**config.mk**
```make
export PLATFORM = sky130hd
export DESIGN_NAME = dma_dual_buf
export DESIGN_NICKNAME = d
export VERILOG_FILES = /design/src/rtl/dma_dual_buf_pkg.sv /design/src/rtl/dma_datapath.sv /design/src/rtl/dma_control.sv /design/src/rtl/dma_dual_buf.sv
export SDC_FILE = /design/constraint.sdc
export NUM_CORES = 1
export LEC_CHECK = 0
export ABC_AREA = 1
export BUFFER_PORTS_ARGS = -buffer_cell sky130_fd_sc_hd__clkbuf_2
export CORE_MARGIN = 2
export CORE_UTILIZATION = 40
export DETAILED_ROUTE_END_ITERATION = 10
export HOLD_SLACK_MARGIN = 0.06
export PLACE_DENSITY = 0.66
export SYNTH_ARGS = -nofsm -noshare
export SYNTH_HDL_FRONTEND = slang
export SYNTH_HIERARCHICAL = 1
export SYNTH_SLANG_ARGS = --single-unit
```
**constraint.sdc**
```tcl
create_clock -name clk -period 3.4 [get_ports clk]
set_clock_uncertainty 0.05 [all_clocks]
set_input_delay 0.17 -clock clk [delete_from_list [all_inputs] [get_ports clk]]
set_output_delay 0.17 -clock clk [all_outputs]
set_load 0.05 [all_outputs]
```
**src/rtl/dma_dual_buf_pkg.sv**
```systemverilog
package dma_dual_buf_pkg;

  localparam int WS_W = 7;

  typedef enum logic [2:0] {
    CTL_IDLE  = 3'd0,
    CTL_STALL = 3'd1,
    CTL_MEMRD = 3'd2,
    CTL_MEMWR = 3'd3,
    CTL_WAIT  = 3'd4
  } ctlState_e;

  localparam logic [1:0] MODE_COPY = 2'd0;

  typedef struct packed {
    logic [WS_W-1:0] waitStates;
    logic            noHandshake;
    logic [1:0]      reqSel;
    logic            nfbIe;
    logic [1:0]      mode;
    logic            srcHold;
    logic            dstHold;
    logic [1:0]      width;
    logic            enable;
    logic            doneIe;
  } cfg_t;

  typedef struct packed {
    logic rdEn;
    logic wrEn;
    logic curBuf;
  } strobe_t;

  function automatic logic [2:0] stepOf(input logic [1:0] w);
    case (w)
      2'd0:    return 3'd1;
      2'd1:    return 3'd2;
      default: return 3'd4;
    endcase
  endfunction

endpackage

```
**src/rtl/dma_datapath.sv**
```systemverilog
module dma_datapath
  import dma_dual_buf_pkg::*;
#(
  parameter int ADDR_W = 32,
  parameter int CNT_W  = 16,
  parameter int REG_AW = 6
) (
  input  logic              clk,
  input  logic              rstN,
  input  logic              regWe,
  input  logic [REG_AW-1:0] regAddr,
  input  logic [31:0]       regWdata,
  output logic [31:0]       regRdData,
  output logic [ADDR_W-1:0] memAddr,
  output logic              memRe,
  output logic              memWe,
  output logic [31:0]       memWdata,
  input  logic [31:0]       memRdata,
  input  logic              perReq,
  input  strobe_t           strobe,
  input  logic [2:0]        ctlState,
  input  logic              doneFlag,
  input  logic              nfbFlag,
  output cfg_t              cfg,
  output logic [1:0]        valid,
  output logic              lastBeat,
  output logic              startWr,
  output logic              intWr,
  output logic [1:0]        intWrData
);

  localparam int NBUF = 2;
  localparam logic [REG_AW-1:0] OFF_CTRL = REG_AW'(8'h00);
  localparam logic [REG_AW-1:0] OFF_INT  = REG_AW'(8'h04);
  localparam logic [REG_AW-1:0] OFF_STAT = REG_AW'(8'h0C);

  logic [ADDR_W-1:0] srcA [NBUF];
  logic [ADDR_W-1:0] dstA [NBUF];
  logic [CNT_W-1:0]  cnt  [NBUF];
  logic [31:0]       dataQ;
  logic [2:0]        step;
  logic [1:0]        bufState;

  assign step      = stepOf(cfg.width);
  assign lastBeat  = cnt[strobe.curBuf] <= CNT_W'(step);
  assign bufState  = {valid[0] & valid[1], valid[0] ^ valid[1]};
  assign startWr   = regWe && regAddr == OFF_CTRL && regWdata[4] && regWdata[3];
  assign intWr     = regWe && regAddr == OFF_INT;
  assign intWrData = regWdata[2:1];

  assign memRe    = strobe.rdEn;
  assign memWe    = strobe.wrEn;
  assign memAddr  = strobe.rdEn ? srcA[strobe.curBuf] : dstA[strobe.curBuf];
  assign memWdata = dataQ;

  always_ff @(posedge clk) begin
    if (!rstN) begin
      cfg   <= '0;
      valid <= '0;
      dataQ <= '0;
      for (int b = 0; b < NBUF; b++) begin
        srcA[b] <= '0;
        dstA[b] <= '0;
        cnt[b]  <= '0;
      end
    end else begin
      if (regWe && regAddr == OFF_CTRL) begin
        cfg.doneIe      <= regWdata[2];
        cfg.enable      <= regWdata[3];
        cfg.width       <= regWdata[10:9];
        cfg.dstHold     <= regWdata[11];
        cfg.srcHold     <= regWdata[12];
        cfg.mode        <= regWdata[14:13];
        cfg.nfbIe       <= regWdata[21];
        cfg.reqSel      <= regWdata[23:22];
        cfg.noHandshake <= regWdata[24];
        cfg.waitStates  <= regWdata[31:25];
      end
      if (strobe.rdEn) dataQ <= memRdata;
      if (strobe.wrEn) begin
        if (!cfg.srcHold) srcA[strobe.curBuf] <= srcA[strobe.curBuf] + ADDR_W'(step);
        if (!cfg.dstHold) dstA[strobe.curBuf] <= dstA[strobe.curBuf] + ADDR_W'(step);
        cnt[strobe.curBuf] <= lastBeat ? '0 : cnt[strobe.curBuf] - CNT_W'(step);
        if (lastBeat) valid[strobe.curBuf] <= 1'b0;
      end
      for (int b = 0; b < NBUF; b++) begin
        if (regWe && regAddr == REG_AW'(8'h10 + 4 * b)) begin
          cnt[b]   <= regWdata[CNT_W-1:0];
          valid[b] <= |regWdata[CNT_W-1:0];
        end
        if (regWe && regAddr == REG_AW'(8'h18 + 4 * b)) srcA[b] <= regWdata[ADDR_W-1:0];
        if (regWe && regAddr == REG_AW'(8'h2C + 4 * b)) dstA[b] <= regWdata[ADDR_W-1:0];
      end
    end
  end

  always_comb begin
    regRdData = '0;
    case (regAddr)
      OFF_CTRL: begin
        regRdData[2]     = cfg.doneIe;
        regRdData[3]     = cfg.enable;
        regRdData[10:9]  = cfg.width;
        regRdData[11]    = cfg.dstHold;
        regRdData[12]    = cfg.srcHold;
        regRdData[14:13] = cfg.mode;
        regRdData[21]    = cfg.nfbIe;
        regRdData[23:22] = cfg.reqSel;
        regRdData[24]    = cfg.noHandshake;
        regRdData[31:25] = cfg.waitStates;
      end
      OFF_INT:  regRdData[2:1] = {nfbFlag, doneFlag};
      OFF_STAT: regRdData[6:1] = {doneFlag, bufState, ctlState};
      REG_AW'(8'h10): regRdData = 32'(cnt[0]);
      REG_AW'(8'h14): regRdData = 32'(cnt[1]);
      REG_AW'(8'h18): regRdData = 32'(srcA[0]);
      REG_AW'(8'h1C): regRdData = 32'(srcA[1]);
      REG_AW'(8'h2C): regRdData = 32'(dstA[0]);
      REG_AW'(8'h30): regRdData = 32'(dstA[1]);
      default: regRdData = '0;
    endcase
  end

  AST_READ_GATED: assert property (@(posedge clk) disable iff (!rstN)
    (memRe && cfg.mode != MODE_COPY && !cfg.noHandshake) |-> perReq);
  AST_ONE_ACCESS: assert property (@(posedge clk) disable iff (!rstN)
    !(memRe && memWe));

endmodule

```
**src/rtl/dma_control.sv**
```systemverilog
module dma_control
  import dma_dual_buf_pkg::*;
(
  input  logic       clk,
  input  logic       rstN,
  input  cfg_t       cfg,
  input  logic [1:0] valid,
  input  logic       lastBeat,
  input  logic       perReq,
  input  logic       startWr,
  input  logic       intWr,
  input  logic [1:0] intWrData,
  output strobe_t    strobe,
  output logic [2:0] ctlState,
  output logic       doneFlag,
  output logic       nfbFlag,
  output logic       irq
);

  ctlState_e         state;
  logic              curBuf;
  logic              started;
  logic [WS_W-1:0]   waitCnt;
  logic              beatOk;
  logic              otherValid;
  logic              doneSet;
  logic              nfbSet;
  ctlState_e         afterBeat;

  assign otherValid  = valid[~curBuf];
  assign beatOk      = cfg.mode == MODE_COPY || cfg.noHandshake || perReq;
  assign strobe.rdEn = cfg.enable && state == CTL_MEMRD && beatOk;
  assign strobe.wrEn = cfg.enable && state == CTL_MEMWR;
  assign strobe.curBuf = curBuf;
  assign doneSet     = strobe.wrEn && lastBeat && !otherValid;
  assign nfbSet      = strobe.wrEn && lastBeat && otherValid;
  assign afterBeat   = (cfg.waitStates != '0) ? CTL_WAIT : CTL_MEMRD;
  assign ctlState    = state;
  assign irq         = (doneFlag && cfg.doneIe) || (nfbFlag && cfg.nfbIe);

  always_ff @(posedge clk) begin
    if (!rstN) begin
      state    <= CTL_IDLE;
      curBuf   <= 1'b0;
      started  <= 1'b0;
      waitCnt  <= '0;
      doneFlag <= 1'b0;
      nfbFlag  <= 1'b0;
    end else begin
      if (!cfg.enable) begin
        state   <= CTL_IDLE;
        started <= 1'b0;
      end else begin
        case (state)
          CTL_IDLE, CTL_STALL: begin
            if ((|valid) && (cfg.mode != MODE_COPY || started)) begin
              state <= CTL_MEMRD;
              if (!valid[curBuf]) curBuf <= ~curBuf;
            end
          end
          CTL_MEMRD: if (beatOk) state <= CTL_MEMWR;
          CTL_MEMWR: begin
            waitCnt <= cfg.waitStates;
            if (lastBeat && !otherValid) begin
              state   <= CTL_STALL;
              started <= 1'b0;
            end else begin
              state <= afterBeat;
              if (lastBeat) curBuf <= ~curBuf;
            end
          end
          CTL_WAIT: begin
            waitCnt <= waitCnt - 1'b1;
            if (waitCnt <= WS_W'(1)) state <= CTL_MEMRD;
          end
          default: state <= CTL_IDLE;
        endcase
      end
      if (startWr) started <= 1'b1;
      if (intWr) begin
        doneFlag <= doneFlag & intWrData[0];
        nfbFlag  <= nfbFlag & intWrData[1];
      end
      if (doneSet) doneFlag <= 1'b1;
      if (nfbSet)  nfbFlag  <= 1'b1;
    end
  end

  AST_DONE_AT_STALL: assert property (@(posedge clk) disable iff (!rstN)
    $rose(doneFlag) |-> (state == CTL_STALL && valid == 2'b00));
  AST_DONE_NOT_BUSY: assert property (@(posedge clk) disable iff (!rstN)
    $rose(doneFlag) |-> (state != CTL_MEMRD && state != CTL_MEMWR));
  AST_DISABLE_IDLE: assert property (@(posedge clk) disable iff (!rstN)
    !cfg.enable |=> state == CTL_IDLE);
  AST_NFB_SWAP: assert property (@(posedge clk) disable iff (!rstN)
    nfbSet |=> curBuf != $past(curBuf));

endmodule

```
**src/rtl/dma_dual_buf.sv**
```systemverilog
module dma_dual_buf
  import dma_dual_buf_pkg::*;
#(
  parameter int ADDR_W = 32,
  parameter int CNT_W  = 16,
  parameter int REG_AW = 6
) (
  input  logic              clk,
  input  logic              rstN,
  input  logic              regWe,
  input  logic [REG_AW-1:0] regAddr,
  input  logic [31:0]       regWdata,
  output logic [31:0]       regRdData,
  output logic [ADDR_W-1:0] memAddr,
  output logic              memRe,
  output logic              memWe,
  output logic [31:0]       memWdata,
  input  logic [31:0]       memRdata,
  input  logic              perReq,
  output logic              irq
);

  strobe_t    strobe;
  cfg_t       cfg;
  logic [2:0] ctlState;
  logic       doneFlag;
  logic       nfbFlag;
  logic [1:0] valid;
  logic       lastBeat;
  logic       startWr;
  logic       intWr;
  logic [1:0] intWrData;

  dma_datapath #(.ADDR_W(ADDR_W), .CNT_W(CNT_W), .REG_AW(REG_AW)) u_datapath (
    .clk(clk), .rstN(rstN), .regWe(regWe), .regAddr(regAddr), .regWdata(regWdata),
    .regRdData(regRdData), .memAddr(memAddr), .memRe(memRe), .memWe(memWe),
    .memWdata(memWdata), .memRdata(memRdata), .perReq(perReq), .strobe(strobe),
    .ctlState(ctlState), .doneFlag(doneFlag), .nfbFlag(nfbFlag), .cfg(cfg),
    .valid(valid), .lastBeat(lastBeat), .startWr(startWr), .intWr(intWr),
    .intWrData(intWrData)
  );

  dma_control u_control (
    .clk(clk), .rstN(rstN), .cfg(cfg), .valid(valid), .lastBeat(lastBeat),
    .perReq(perReq), .startWr(startWr), .intWr(intWr), .intWrData(intWrData),
    .strobe(strobe), .ctlState(ctlState), .doneFlag(doneFlag), .nfbFlag(nfbFlag),
    .irq(irq)
  );

endmodule

```
==> results_dict.tcl <==
set metrics [dict create \
    p_seq_frac 0.441 \
    p_sw_mw 1.97 \
    status "complete, no violations" \
    yosysUniqueCellTypes 56 \
    cap_violations 0 \
    hp-class "in2reg" \
    numCtsBuffers 27 \
    root_buffer "clkbuf_16" \
    p_leak_nw 8.26 \
    arrival_ps 2940 \
    die_area_um2 40600 \
    vias 16800 \
    hold_violations 0 \
    worst_pin_slew_ps 893 \
    top_layer "met4" \
    slew_headroom 0.404 \
    synthCells 2265 \
    io_buffers 172 \
    clkPwrFrac 0.437 \
    clock_latency_ps 580 \
    power_mw 7.12 \
    worst_hold_slack_ps 95.1 \
    syn-num-nets 2349 \
    gp_congestion 0.994 \
    setup_violations 0 \
    fin_crit_ps 3160 \
    viasPerCell 5.58 \
    grt_use_total 0.311 \
    synth-main-ff-cell "edfxtp_1" \
    dr.first_iter.drc_count 2098 \
    grt_antenna_before_repair 0 \
    p_int_mw 5.15 \
    crit_chain "nand2_1 -> nor2_1 -> inv_1 -> nor3_4 -> clkinv_1 -> buf_4 -> o21ai_0 -> buf_12" \
    antenna_cells 0 \
    post-route-period-util 0.928 \
    cp_max_fo 20 \
    crit_family "buffers and inverters" \
    crit_path_end_kind "primary output" \
    dpl.hpwl_um 48000 \
    cts_tree "built" \
    synth-warning-count 6 \
    clock-sinks 227 \
    drt-wirelength-per-cell_um 21.4 \
    stdcell_count 3013 \
    rows 72 \
    tns_ps 0 \
    nFillCells 3908 \
    fmax_mhz 317 \
    grt-ovfl-total 0 \
    ys_seq_elements 227 \
    detail-route-antenna-nets 0 \
    crit_path_top_delay_cell "o21ai_0" \
    grt_pass1_wl_um 96500 \
    io_pins 173 \
    grt_max_degree 62 \
    wl_met1_um 25900 \
    syn-cell-area_um2 15600 \
    postLayoutCoreUtil 0.482 \
    die_w_um 201 \
    core_um2 38600 \
    switching_share 0.277 \
    dp_cells 2901 \
    worst_ep_required_time_ps 3180 \
    syn-mean-instance-area_um2 6.89 \
    fin_nets 2558 \
    drt-total-wl_um 64300 \
    ys_seq_area_frac 0.394 \
    rsz0062_at_grt "false" \
    cp.buffers_inverters 4 \
    dr.pass1.iters 6 \
    finalMaxSlewViolations 0 \
    power_density_nw_per_um2 383 \
    postCtsSetupBuffers 0 \
    die_h_um 201 \
    ys_async_sr_fraction 0 \
    syn_to_final_growth_pct 19.2 \
    drc 0 \
    grt_pass1_vias 15900 \
    clockBufferDepth 3 \
    start_util 0.405 \
    ir_drop_mv 0.341 \
    max_stage_delay_ps 510 \
    clk_pin_slew_ps 60 \
    htreeDepth 1 \
    dr_wl_met2_um 28300 \
    startpoint_type "flop" \
    wl_met3_um 7440 \
    drive_above_1_share 0.146 \
    pwr-share-comb 0.122 \
    synth_edf_count 160 \
    path_class "reg2out" \
]
## synthesized netlist by cell type (all sizes together) (12+ instances only)
master | n | share of area
nor2 | 300 | 0.076
buf | 53 | 0.028
nand2 | 841 | 0.21
o21ai | 245 | 0.086
nand4 | 29 | 0.013
a221oi | 15 | 0.0084
o211ai | 12 | 0.0058
dfxtp | 67 | 0.086
edfxtp | 160 | 0.31
a21oi | 37 | 0.014
nand3 | 105 | 0.035
xor2 | 19 | 0.011
a22oi | 32 | 0.015
inv | 219 | 0.053
clkbuf | 44 | 0.011
## area by class of cell
| type | instances | area [um^2] | share of cell area |
|---|---|---|---|
| clock buffer | 37 | 776 | 0.0417 |
| clock inverter | 13 | 161 | 0.00868 |
| inverter | 223 | 842 | 0.0453 |
| multi-input combinational | 1718 | 8040 | 0.433 |
| sequential | 227 | 6150 | 0.331 |
| tap | 518 | 648 | 0.0349 |
| timing repair buffer | 277 | 1970 | 0.106 |
## per-stage QoR
stage | setup WS [ps] | cell area, um^2
after detailed placement | 413 | 17000
after CTS | 124 | 18600
after floorplan | 189 | 15600
after global routing | 90.1 | 18600
final | 244 | 18600
after global placement | 462 | 17000
## cell families (layout without fill, tap and decap cells)
group,after synthesis,in the layout,share of synthesized area
compound gates,373,373,0.145
mux,2,2,0.00128
simple gates,1305,1305,0.342
buf+inv,320,550,0.0922
flops,227,227,0.394
xor+xnor,28,28,0.0167
fa+ha+maj,10,10,0.00850
## sequential cells by signal, indices dropped and copies added, names as in the netlist
register	cells
u_control/started	1
u_datapath/srcA	64
u_control/nfbFlag	1
u_control/curBuf	1
u_datapath/valid	2
u_control/doneFlag	1
u_control/ctlState	3
u_datapath/dstA	64
u_control/waitCnt	7
u_datapath/memWdata	32
u_datapath/cfg	19
u_datapath/cnt	32
## layout by cell type (no fill, tap or decap), drive strengths merged, types with 29 or more instances in the layout
master and n:
buf 53, inv 221, dlygate4sd3 62, nor2 300, o21ai 245, dfxtp 67, clkbuf 199, nand3 105
edfxtp 160, nand2 841, a22oi 32, a21oi 37, nand4 29
## power groups by stage
stage	registers (mW)	clock network, mW	logic [mW]
after detailed placement	3.19	0	0.792
final	3.14	3.11	0.872
after floorplan	3.16	0	0.476
after CTS	3.13	3.13	0.851
after global routing	3.15	3.24	0.925
after global placement	3.19	0	0.793
## routing by layer
metal	global-route usage	up-vias
met1	0.422	7754
met2	0.490	1072
li1	-	7840
met5	0	-
met4	0.125	0
met3	0.0585	146
## worst reg2reg max path, stage by stage (launching register included)
cell     delay, ps
dfxtp_4        700
buf_12         370
nand2_1        150
o21ai_1        350
nand2_1        150
nor2_1         330
nand2_1        130
inv_1           70
nand2_1        100
xor2_1         190
nand2_1         90
o21ai_1         70
## repair_timing
| item | in CTS | in global routing |
|---|---|---|
| gates resized for setup | 0 | 2 |
| hold buffers | 62 | 0 |
| endpoints found under the hold margin | 92 | 0 |
| setup endpoints to repair | 0 | 17 |
## path summary, 6_finish.rpt
check                           slack [ps]                  start                     end  cells after the start
worst max-delay path                   240  u_control/ctlState[1]             memAddr[30]                      8
worst min-delay path                   100           regWdata[17]  u_datapath/dstA[1][17]                      5
worst max register to register         380       u_control/curBuf  u_datapath/dstA[1][12]                     11
worst min register to register         450   u_control/waitCnt[3]    u_control/waitCnt[3]                      2
Power figures use the tool's default switching activity.
